File: config.mk
export PLATFORM = sky130hd
export DESIGN_NAME = gpio_edge_bank
export DESIGN_NICKNAME = d
export VERILOG_FILES = /design/src/rtl/gpio_bank_pkg.sv /design/src/rtl/gpio_in_sync.sv /design/src/rtl/gpio_edge_detect.sv /design/src/rtl/gpio_irq_status.sv /design/src/rtl/gpio_bank_regs.sv /design/src/rtl/gpio_edge_bank.sv
export SDC_FILE = /design/constraint.sdc
export NUM_CORES = 1
export LEC_CHECK = 0
export BUFFER_PORTS_ARGS = -buffer_cell sky130_fd_sc_hd__clkbuf_2
export CAP_MARGIN = 15
export CORE_ASPECT_RATIO = 0.9
export CORE_MARGIN = 4
export CORE_UTILIZATION = 26
export CTS_CLUSTER_DIAMETER = 150
export CTS_CLUSTER_SIZE = 24
export DETAILED_ROUTE_END_ITERATION = 7
export PLACE_DENSITY_LB_ADDON = 0.12
export SETUP_SLACK_MARGIN = 0.2
export SLEW_MARGIN = 0
export SYNTH_ARGS = -nofsm -noshare
export SYNTH_HDL_FRONTEND = slang
export SYNTH_SLANG_ARGS = --single-unit
File: constraint.sdc
create_clock -name clk_i -period 3 [get_ports clk_i]
set_input_delay 0.3 -clock clk_i [delete_from_list [all_inputs] [get_ports clk_i]]
set_output_delay 0.3 -clock clk_i [all_outputs]
set_load 0.01 [all_outputs]
File: src/rtl/gpio_bank_pkg.sv
package gpio_bank_pkg;

  typedef enum logic [1:0] {
    TRIG_OFF  = 2'd0,
    TRIG_RISE = 2'd1,
    TRIG_FALL = 2'd2,
    TRIG_BOTH = 2'd3
  } trig_e;

  typedef struct packed {
    trig_e trig;
    logic  is_in;
  } pin_cfg_t;

  localparam int CTRL_W        = 5;
  localparam int CTRL_DIR_BIT  = 0;
  localparam int CTRL_TRIG_LSB = 3;

  localparam int OFS_OUT_VAL = 'h00;
  localparam int OFS_IN_VAL  = 'h20;
  localparam int OFS_OUT_SET = 'h40;
  localparam int OFS_OUT_CLR = 'h60;
  localparam int OFS_PEND    = 'h80;
  localparam int OFS_MASK    = 'hA0;
  localparam int OFS_UNMASK  = 'hC0;
  localparam int OFS_CTRL    = 'h100;
  localparam int WORD_STRIDE = 4;

  localparam pin_cfg_t CFG_RST = '{trig: TRIG_OFF, is_in: 1'b1};

  function automatic logic [CTRL_W-1:0] cfg_pack(pin_cfg_t c);
    logic [CTRL_W-1:0] w;
    w = '0;
    w[CTRL_DIR_BIT] = c.is_in;
    w[CTRL_TRIG_LSB +: 2] = c.trig;
    return w;
  endfunction

  function automatic pin_cfg_t cfg_unpack(logic [CTRL_W-1:0] w);
    pin_cfg_t c;
    c.is_in = w[CTRL_DIR_BIT];
    c.trig  = trig_e'(w[CTRL_TRIG_LSB +: 2]);
    return c;
  endfunction

endpackage

File: src/rtl/gpio_in_sync.sv
module gpio_in_sync #(
  parameter int N      = 32,
  parameter int STAGES = 2
) (
  input  logic         clk_i,
  input  logic         rst_ni,
  input  logic [N-1:0] pin_i,
  output logic [N-1:0] sync_o,
  output logic [N-1:0] prev_o
);
  localparam int LAST = STAGES;

  // stages 0..STAGES-1 synchronize, stage STAGES holds the previous sample
  logic [N-1:0] stg_q [LAST+1];

  always_ff @(posedge clk_i or negedge rst_ni) begin
    if (!rst_ni) begin
      for (int k = 0; k <= LAST; k++) stg_q[k] <= '0;
    end else begin
      stg_q[0] <= pin_i;
      for (int k = 1; k <= LAST; k++) stg_q[k] <= stg_q[k-1];
    end
  end

  assign sync_o = stg_q[LAST-1];
  assign prev_o = stg_q[LAST];

endmodule

File: src/rtl/gpio_edge_detect.sv
module gpio_edge_detect
  import gpio_bank_pkg::*;
#(
  parameter int N = 32
) (
  input  pin_cfg_t [N-1:0] cfg_i,
  input  logic     [N-1:0] sync_i,
  input  logic     [N-1:0] prev_i,
  output logic     [N-1:0] edge_o
);
  for (genvar p = 0; p < N; p++) begin : g_pin
    logic rise, fall, hit;
    assign rise = sync_i[p] & ~prev_i[p];
    assign fall = ~sync_i[p] & prev_i[p];
    always_comb begin
      unique case (cfg_i[p].trig)
        TRIG_RISE: hit = rise;
        TRIG_FALL: hit = fall;
        TRIG_BOTH: hit = rise | fall;
        default:   hit = 1'b0;
      endcase
    end
    // outputs never raise events
    assign edge_o[p] = cfg_i[p].is_in & hit;
  end

endmodule

File: src/rtl/gpio_irq_status.sv
module gpio_irq_status #(
  parameter int N = 32
) (
  input  logic         clk_i,
  input  logic         rst_ni,
  input  logic [N-1:0] set_i,
  input  logic [N-1:0] clr_i,
  output logic [N-1:0] status_o
);
  logic [N-1:0] status_q;

  always_ff @(posedge clk_i or negedge rst_ni) begin
    if (!rst_ni) status_q <= '0;
    else         status_q <= (status_q & ~clr_i) | set_i;
  end

  assign status_o = status_q;

  AST_EDGE_WINS: assert property (@(posedge clk_i) disable iff (!rst_ni)
    (set_i != '0) |=> ((status_q & $past(set_i)) == $past(set_i)));

  AST_HOLD_WITHOUT_CLR: assert property (@(posedge clk_i) disable iff (!rst_ni)
    (clr_i == '0) |=> ((status_q & $past(status_q)) == $past(status_q)));

endmodule

File: src/rtl/gpio_bank_regs.sv
module gpio_bank_regs
  import gpio_bank_pkg::*;
#(
  parameter int N       = 32,
  parameter int ADDR_W  = 12,
  parameter int DATA_W  = 32,
  parameter int BANK_ID = 0
) (
  input  logic                  clk_i,
  input  logic                  rst_ni,
  input  logic                  req_i,
  input  logic                  we_i,
  input  logic [ADDR_W-1:0]     addr_i,
  input  logic [DATA_W-1:0]     wdata_i,
  input  logic [N-1:0]          in_sync_i,
  input  logic [N-1:0]          status_i,
  output logic [DATA_W-1:0]     rdata_o,
  output logic [N-1:0]          out_o,
  output pin_cfg_t [N-1:0]      cfg_o,
  output logic [N-1:0]          mask_o,
  output logic [N-1:0]          pend_clr_o
);
  localparam int BANK_OFS = WORD_STRIDE * BANK_ID;
  localparam int PIN_BASE = BANK_ID * N;

  localparam logic [ADDR_W-1:0] A_OUT_VAL = ADDR_W'(OFS_OUT_VAL + BANK_OFS);
  localparam logic [ADDR_W-1:0] A_IN_VAL  = ADDR_W'(OFS_IN_VAL  + BANK_OFS);
  localparam logic [ADDR_W-1:0] A_OUT_SET = ADDR_W'(OFS_OUT_SET + BANK_OFS);
  localparam logic [ADDR_W-1:0] A_OUT_CLR = ADDR_W'(OFS_OUT_CLR + BANK_OFS);
  localparam logic [ADDR_W-1:0] A_PEND    = ADDR_W'(OFS_PEND    + BANK_OFS);
  localparam logic [ADDR_W-1:0] A_MASK    = ADDR_W'(OFS_MASK    + BANK_OFS);
  localparam logic [ADDR_W-1:0] A_UNMASK  = ADDR_W'(OFS_UNMASK  + BANK_OFS);

  logic wr;
  logic hit_out, hit_in, hit_set, hit_clr, hit_pend, hit_mask, hit_unmask;
  logic [N-1:0] hit_ctl;
  logic [N-1:0] wbits;

  logic [N-1:0]     out_q;
  logic [N-1:0]     mask_q;
  pin_cfg_t [N-1:0] cfg_q;

  assign wr    = req_i & we_i;
  assign wbits = wdata_i[N-1:0];

  assign hit_out    = (addr_i == A_OUT_VAL);
  assign hit_in     = (addr_i == A_IN_VAL);
  assign hit_set    = (addr_i == A_OUT_SET);
  assign hit_clr    = (addr_i == A_OUT_CLR);
  assign hit_pend   = (addr_i == A_PEND);
  assign hit_mask   = (addr_i == A_MASK);
  assign hit_unmask = (addr_i == A_UNMASK);

  for (genvar p = 0; p < N; p++) begin : g_ctl_dec
    localparam logic [ADDR_W-1:0] A_CTL = ADDR_W'(OFS_CTRL + WORD_STRIDE * (PIN_BASE + p));
    assign hit_ctl[p] = (addr_i == A_CTL);
  end

  always_ff @(posedge clk_i or negedge rst_ni) begin
    if (!rst_ni) begin
      out_q <= '0;
    end else if (wr && hit_set) begin
      out_q <= out_q | wbits;
    end else if (wr && hit_clr) begin
      out_q <= out_q & ~wbits;
    end
  end

  always_ff @(posedge clk_i or negedge rst_ni) begin
    if (!rst_ni) begin
      mask_q <= '1;
    end else if (wr && hit_mask) begin
      mask_q <= mask_q | wbits;
    end else if (wr && hit_unmask) begin
      mask_q <= mask_q & ~wbits;
    end
  end

  always_ff @(posedge clk_i or negedge rst_ni) begin
    if (!rst_ni) begin
      for (int p = 0; p < N; p++) cfg_q[p] <= CFG_RST;
    end else if (wr) begin
      for (int p = 0; p < N; p++)
        if (hit_ctl[p]) cfg_q[p] <= cfg_unpack(wdata_i[CTRL_W-1:0]);
    end
  end

  assign pend_clr_o = (wr && hit_pend) ? wbits : '0;

  always_comb begin
    rdata_o = '0;
    if (hit_out)  rdata_o[N-1:0] = out_q;
    if (hit_in)   rdata_o[N-1:0] = in_sync_i;
    if (hit_pend) rdata_o[N-1:0] = status_i;
    if (hit_mask) rdata_o[N-1:0] = mask_q;
    for (int p = 0; p < N; p++)
      if (hit_ctl[p]) rdata_o[CTRL_W-1:0] = cfg_pack(cfg_q[p]);
  end

  assign out_o  = out_q;
  assign cfg_o  = cfg_q;
  assign mask_o = mask_q;

  AST_SET_DRIVES_HIGH: assert property (@(posedge clk_i) disable iff (!rst_ni)
    (wr && hit_set) |=> ((out_q & $past(wbits)) == $past(wbits)));

  AST_CLR_DRIVES_LOW: assert property (@(posedge clk_i) disable iff (!rst_ni)
    (wr && hit_clr) |=> ((out_q & $past(wbits)) == '0));

  AST_UNMASK_CLEARS: assert property (@(posedge clk_i) disable iff (!rst_ni)
    (wr && hit_unmask) |=> ((mask_q & $past(wbits)) == '0));

  AST_MASK_SETS: assert property (@(posedge clk_i) disable iff (!rst_ni)
    (wr && hit_mask) |=> ((mask_q & $past(wbits)) == $past(wbits)));

endmodule

File: src/rtl/gpio_edge_bank.sv
module gpio_edge_bank
  import gpio_bank_pkg::*;
#(
  parameter int NUM_PINS    = 32,
  parameter int ADDR_W      = 12,
  parameter int DATA_W      = 32,
  parameter int BANK_ID     = 0,
  parameter int SYNC_STAGES = 2
) (
  input  logic                clk_i,
  input  logic                rst_ni,
  input  logic                req_i,
  input  logic                we_i,
  input  logic [ADDR_W-1:0]   addr_i,
  input  logic [DATA_W-1:0]   wdata_i,
  output logic [DATA_W-1:0]   rdata_o,
  input  logic [NUM_PINS-1:0] pin_i,
  output logic [NUM_PINS-1:0] pin_o,
  output logic [NUM_PINS-1:0] pin_oe_o,
  output logic                irq_o
);
  logic [NUM_PINS-1:0]     sync_w, prev_w, edge_w;
  logic [NUM_PINS-1:0]     status_w, mask_w, clr_w;
  pin_cfg_t [NUM_PINS-1:0] cfg_w;

  gpio_in_sync #(.N(NUM_PINS), .STAGES(SYNC_STAGES)) u_sync (
    .clk_i  (clk_i),
    .rst_ni (rst_ni),
    .pin_i  (pin_i),
    .sync_o (sync_w),
    .prev_o (prev_w)
  );

  gpio_edge_detect #(.N(NUM_PINS)) u_edge (
    .cfg_i  (cfg_w),
    .sync_i (sync_w),
    .prev_i (prev_w),
    .edge_o (edge_w)
  );

  gpio_irq_status #(.N(NUM_PINS)) u_status (
    .clk_i    (clk_i),
    .rst_ni   (rst_ni),
    .set_i    (edge_w),
    .clr_i    (clr_w),
    .status_o (status_w)
  );

  gpio_bank_regs #(
    .N(NUM_PINS), .ADDR_W(ADDR_W), .DATA_W(DATA_W), .BANK_ID(BANK_ID)
  ) u_regs (
    .clk_i      (clk_i),
    .rst_ni     (rst_ni),
    .req_i      (req_i),
    .we_i       (we_i),
    .addr_i     (addr_i),
    .wdata_i    (wdata_i),
    .in_sync_i  (sync_w),
    .status_i   (status_w),
    .rdata_o    (rdata_o),
    .out_o      (pin_o),
    .cfg_o      (cfg_w),
    .mask_o     (mask_w),
    .pend_clr_o (clr_w)
  );

  for (genvar p = 0; p < NUM_PINS; p++) begin : g_oe
    assign pin_oe_o[p] = ~cfg_w[p].is_in;
  end

  assign irq_o = |(status_w & ~mask_w);

  AST_IRQ_NEEDS_PENDING: assert property (@(posedge clk_i) disable iff (!rst_ni)
    irq_o |-> (status_w != '0));

  AST_FULL_MASK_QUIET: assert property (@(posedge clk_i) disable iff (!rst_ni)
    (mask_w == '1) |-> !irq_o);

endmodule

==> metrics, run 1 <==
outcome=finished, violations left; failing checks=negative setup slack; top cell type's share of synthesized area=0.387; P&R area growth vs syn=27.9%; gr ovfl total=0; detailed placer's ending HPWL=~42000 µm; Total Nets Final=~1900; number of synthesized flops with an enable pin=0; Die Wd=about 260 µm; mux contribution to synthesized area=0.0932; Rel. slew slack=0.333; CTS tree=built; Leakage=between 0.008 and 0.009 µW; fin. max-slew vios=0; Max Freq=approximately 320 MHz; critical path launch point=addr_i[11]; Reg power frac=0.584; Synth top cells by count=240 x nand2_1, 224 x dfrtp_1, 162 x inv_1, 92 x o21ai_0, 85 x mux2_2; arrival time worst endpoint=around 2.8 ns; most frequent cell after synthesis=nand2_1; Mean Syn Cell Area=9.99 µm²; design area=18500 µm²; RSZ-0062 raised after global routing=true; first-pass GRT wire length=between 80000 and 90000 µm; Final Cycle Share=1.03; Worst EP required=roughly 2.7 ns; minimum clock period=3.08 ns; largest family of logic cells by synthesized area=compound AO/OA/AOI/OAI gates; TNS Setup=-0.125 ns; synth unique cells=between 60 and 70; clk buf depth=3; core area=approximately 55000 µm²; Die Y=roughly 230 µm; Syn Nets=~1600; clock share of power=0.334; WL per Instance=roughly 23 µm; Startpoint Class=input pin; Setup violations, final=2; commonest register cell after synthesis=dfrtp_1; Final Power=6880 µW; initial antenna violation count=0; worst-margin pin slew=1.00 ns; fillcell total=around 5700; CP endpoint kind=output pin; max-cap viol count=0; sequential share of the synthesized area=0.503; pin count of the biggest net entering global routing=96; Rows=81; Initial DRC Count=1088; #FFs+latches synth=approximately 290; total wire length=around 57000 µm; Initial Utilization=0.265; setup slack, reg-to-reg=about 1.6 ns; port bufs=roughly 180; RR Startpoint=u_sync.sync_o[2]$_DFF_PN0_; layout cell share with drive strength beyond 1=0.322; Yosys warnings=0; Hold Path Depth=3; Place WS=-0.442 ns; Synth Area in Compound Gates=0.157; GPL Wtd Cong=0.884; worst-path maximum fanout=2; Int Pwr=between 5000 and 6000 µW; dominant cell type by area after synthesis=dfrtp_1; GR Util All Layers=0.183; total CTS buffers=15; Hold Startpoint=wdata_i[24]; post-route setup slack=-0.0822 ns; Final Hold Fails=0; CTS HTree Levels=1; vias in the first global route=~12000; vias per cell=around 5.0; worst hold path class=input pin to register; cells on worst reg2reg path=6; Clk Latency, worst-skew pair=between 0.5 and 0.6 ns; Cell Area, Synth=14500 µm²; net switching fraction of the power=0.254; Initial DRT Pass Iterations=6; Setup CP Type=input pin to output pin; Post-DRT Antenna Nets=0; Layout Skew=0.0111 ns; Post-Synthesis Cells=roughly 1500; adder-cell share of the synthesized area=0.0553; Power Density=about 370 nW/µm²; clock sinks=approximately 290; logic gate share of total power=0.082; die area=around 60000 µm²; CTS clock-pin slew for the worst setup and hold paths=0.10 ns; Vias=between 10000 and 15000; fraction of the mapped netlist area in simple logic gates=0.129; R2R Path End=u_status.status_o[2]$_DFF_PN0_; drt drc=0; Peak VDD IR=about 260 µV; xor/xnor cell area share of the yosys netlist=0; I/O pin total=around 180; fraction of registers with async set/reset=1.00; NetSw=around 1700 µW; DP Area=roughly 17000 µm²; Clock Tree Root=clkbuf_16; dominant cells by area after synthesis=dfrtp_1 39%, dfstp_2 12%, mux2_2 6.6%
==> stage by stage <==
stage	instances	hold slack, ns	util
2_1_floorplan	1450	0.00441	-
3_3_place_gp	2412	0.334	0.316
3_5_place_dp	2412	0.335	0.316
4_1_cts	2471	0.0254	0.333
5_1_grt	2479	0.0465	0.338
6_report	2482	0.0408	0.339
==> critical path, stage by stage <==
cell and delay, ns:
clkbuf_2 0.10, or4_4 0.54, or3_4 0.36, or4b_4 0.52
a32oi_4 0.27, o2111ai_2 0.14, and4_4 0.20, o221ai_4 0.23
buf_6 0.14
==> what timing repair did <==
item,4_1_cts,5_1_grt
pin swaps,7,23
cloned,0,4
setup buffers,1,4
setup endpoints to repair,33,23
hold endpoints to repair,100,0
hold buffers,33,0
gates resized for setup,40,42
==> routing by layer <==
layer	global-route usage	routed length (µm)	share of wire	vias to the layer above
met5	0	0	0	-
li1	-	-	-	5740
met2	0.277	24500	0.43	394
met1	0.276	28100	0.49	6257
met3	0.0309	3350	0.059	50
met4	0.0348	1210	0.021	0
==> final cells by class <==
cell class                 count  area (µm²)  share of cell area
timing repair buffer         373        2720               0.147
clock buffer                  25         413              0.0223
multi-input combinational    926        6620               0.357
sequential                   288        7290               0.393
inverter                     162         608              0.0328
tap                          705         882              0.0476
antenna                        3        7.51            0.000405
==> cells by family after synthesis <==
logic type	count (synthesis)
AO/OA/AOI/OAI	324
flip-flops	288
multiplexers	123
adder cells (fa/ha/maj)	64
buffers and inverters	236
AND/OR/NAND/NOR	415
==> power by group through the flow <==
stage | clock network [µW] | registers (µW) | logic (µW)
after floorplan | 0 | 4070 | 197
after global routing | 2540 | 4030 | 632
after global placement | 0 | 4090 | 514
after CTS | 2420 | 4020 | 565
after detailed placement | 0 | 4090 | 518
final | 2300 | 4020 | 564
==> worst max-delay path by stage <==
stage / to / slack [ns]
2_1_floorplan: rdata_o[0] / 0.25
3_3_place_gp: rdata_o[4] / -0.36
3_5_place_dp: rdata_o[4] / -0.44
4_1_cts: rdata_o[0] / -0.13
5_1_grt: rdata_o[0] / -0.16
6_report: rdata_o[0] / -0.08
==> cell usage in the layout, fill, tap and decap left out, types with 30 or more instances in the layout <==
| cell | instances |
|---|---|
| nand2_1 | 240 |
| dfrtp_1 | 224 |
| a22o_1 | 66 |
| mux2_2 | 85 |
| nor2_1 | 59 |
| inv_1 | 162 |
| mux2i_1 | 37 |
| buf_4 | 139 |
| dlygate4sd3_1 | 33 |
| clkbuf_2 | 172 |
| ha_1 | 64 |
| dfstp_2 | 64 |
| a222oi_1 | 30 |
| o21ai_0 | 88 |
No activity file was read; power rests on OpenSTA's default activity.
==> run 2: changes to the inputs <==
--- a/config.mk
+++ b/config.mk
@@ -5,6 +5,7 @@
 export SDC_FILE = /design/constraint.sdc
 export NUM_CORES = 1
 export LEC_CHECK = 0
+export ABC_AREA = 1
 export BUFFER_PORTS_ARGS = -buffer_cell sky130_fd_sc_hd__clkbuf_2
 export CAP_MARGIN = 15
 export CORE_ASPECT_RATIO = 0.9
==> metrics, run 2 <==
Initial DRT Pass Iterations=5; Post-DRT Antenna Nets=0; total CTS buffers=15; sequential share of the synthesized area=0.520; Mean Syn Cell Area=approximately 8.5 µm²; Power Density=about 380 nW/µm²; Hold Startpoint=wdata_i[6]; Post-Synthesis Cells=between 1500 and 2000; fillcell total=around 5600; Initial Utilization=0.264; GR Util All Layers=0.167; top cell type's share of synthesized area=0.400; I/O pin total=~180; minimum clock period=3.60 ns; Rel. slew slack=0.569; core area=approximately 53000 µm²; worst hold path class=input pin to register; commonest non-fill, non-tap cells in the layout=283 x o21ai_0, 272 x nand2_1, 265 x inv_1, 223 x dfrtp_1, 171 x clkbuf_2; design area=around 18000 µm²; slowest stage delay, CP=0.19 ns; Die Wd=approximately 250 µm; total wire length=49700 µm; Final Hold Fails=0; initial antenna violation count=3; diodes inserted=0; number of synthesized flops with an enable pin=0; Vias=around 12000; gr ovfl total=0; P&R area growth vs syn=26.1%; vias per cell=4.63; post-route setup slack=-0.599 ns; vias in the first global route=around 12000; Core Util, Final=0.333; detailed placer's ending HPWL=~35000 µm; Yosys warnings=0; Syn Nets=between 1500 and 2000; Initial DRC Count=802; area of the multi-input gates=between 5000 and 6000 µm²; outcome=finished, violations left; CTS clock-pin slew for the worst setup and hold paths=between 0.1 and 0.15 ns; most frequent cell after synthesis=o21ai_0; Total Nets Final=~2100; cells on worst reg2reg path=5; Crit-path slowest cell=a21oi_2; failing checks=negative setup slack; pin count of the biggest net entering global routing=83; layout cell share with drive strength beyond 1=0.236; leading cell type in the layout, fill and taps excluded=o21ai_0; port bufs=approximately 180; placed insts=about 2600; DP Area=around 17000 µm²; commonest register cell after synthesis=dfrtp_1; WL per Instance=18.6 µm; Setup CP Type=input pin to output pin; non-filler cells, final=roughly 2700; fin. max-slew vios=0; worst-margin pin slew=between 0.6 and 0.7 ns; Min Hold Slack=~0.033 ns; RR Startpoint=u_sync.sync_o[9]$_DFF_PN0_; CP endpoint kind=output pin; Die Y=228 µm; Max Freq=roughly 280 MHz; setup slack, reg-to-reg=about 1.7 ns; drt drc=0; clk buf depth=3; Clock Tree Root=clkbuf_16; worst-path maximum fanout=3; Hold Path Depth=3; Clk Latency, worst-skew pair=roughly 0.52 ns; Cell Area, Synth=between 10000 and 15000 µm²; fraction of registers with async set/reset=1.00; synth unique cells=37; Place WS=-0.708 ns; FF+latch area=~7300 µm²; dominant cells by area after synthesis=dfrtp_1 40%, dfstp_2 12%, o21ai_0 10%; CTS tree=built; Peak VDD IR=roughly 260 µV; clock sinks=between 200 and 300; die area=between 50000 and 60000 µm²; Startpoint Class=input pin; RSZ-0062 raised after global routing=true; R2R Path End=u_status.status_o[9]$_DFF_PN0_; Leakage=between 0.008 and 0.009 µW; most used cell, CP=nand2_1; Rows=80; max-cap viol count=0; GPL Wtd Cong=0.830; CTS HTree Levels=1; arrival time worst endpoint=between 3 and 4 ns; Final Cycle Share=1.20; Setup violations, final=3; #FFs+latches synth=between 200 and 300; Worst EP required=2.70 ns; first-pass GRT wire length=roughly 75000 µm; dominant cell type by area after synthesis=dfrtp_1; Layout Skew=approximately 0.0085 ns; Synth top cells by count=288 x o21ai_0, 282 x nand2_1, 273 x inv_1, 224 x dfrtp_1, 110 x a21oi_1
[run 2: changes by cell type in the layout (fill, tap and decap cells not counted), sizes merged, moves of 37 or more]
cell / before / now
o21ai: 96 / 289
inv: 162 / 282
mux2: 85 / 0
a21oi: 40 / 111
a22o: 66 / 0
nand2: 240 / 287
nor2: 68 / 108
mux2i: 37 / 0
[run 2: what timing repair did]
| item | in CTS | in global routing |
|---|---|---|
| endpoints found under the hold margin | 66 | 0 |
| hold buffers | 33 | 0 |
| setup endpoints to repair | 5 | 5 |
| resized for setup | 16 | 49 |
| setup buffers | 2 | 9 |
| pin swaps | 6 | 25 |
[run 2: cells by family after synthesis]
logic type      count (synthesis)  synth area share
compound gates                492             0.195
simple gates                  469             0.139
buf+inv                       330            0.0889
flops                         288             0.520
fa+ha+maj                      64            0.0571
[run 2: report_power, final]
group	internal, µW	total [µW]	switching, µW	leakage, µW
logic	165	436	271	0.00463
registers	3960	4010	55.7	0.00338
clock network	964	2310	1350	0.000201
total	5090	6760	1670	0.00822
[run 2: cell type report]
class / instances / area share
Clock buffer: 25 / 0.0234
Clock inverter: 1 / 0.000495
Inverter: 284 / 0.0606
Multi-Input combinational cell: 1025 / 0.320
Sequential cell: 288 / 0.412
Tap cell: 697 / 0.0493
Timing Repair Buffer: 353 / 0.134
[run 2: critical path: cells and delay by family]
| family | cells | cell delay, ns |
|---|---|---|
| simple gates | 39 | 2.33 |
| buf+inv | 4 | 0.49 |
| compound gates | 1 | 0.19 |
[run 2: how the worst max path moves through the flow]
| stage | start | to | cells past startpoint |
|---|---|---|---|
| CTS | register | rdata_o[0] | 39 |
| finish | addr_i[0] | rdata_o[0] | 44 |
| global route | addr_i[0] | rdata_o[3] | 40 |
| detailed placement | addr_i[2] | rdata_o[3] | 40 |
| floorplan | addr_i[7] | rdata_o[0] | 41 |
| global placement | addr_i[2] | rdata_o[0] | 44 |
[run 2: stage by stage]
| stage | power [µW] | setup TNS [ns] |
|---|---|---|
| floorplan | 4200 | 0 |
| global placement | 4480 | -1.65 |
| detailed placement | 4490 | -1.80 |
| CTS | 6890 | -1.66 |
| global route | 7090 | -2.70 |
| finish | 6760 | -1.52 |
[run 2: layer usage]
layer | track usage | wire (µm) | vias to the layer above
met3 | 0.0212 | 1820 | 40
met4 | 0.0298 | 899 | 2
met1 | 0.259 | 25700 | 6051
met2 | 0.251 | 21300 | 228
met5 | 0 | 13 | -
li1 | - | - | 6062
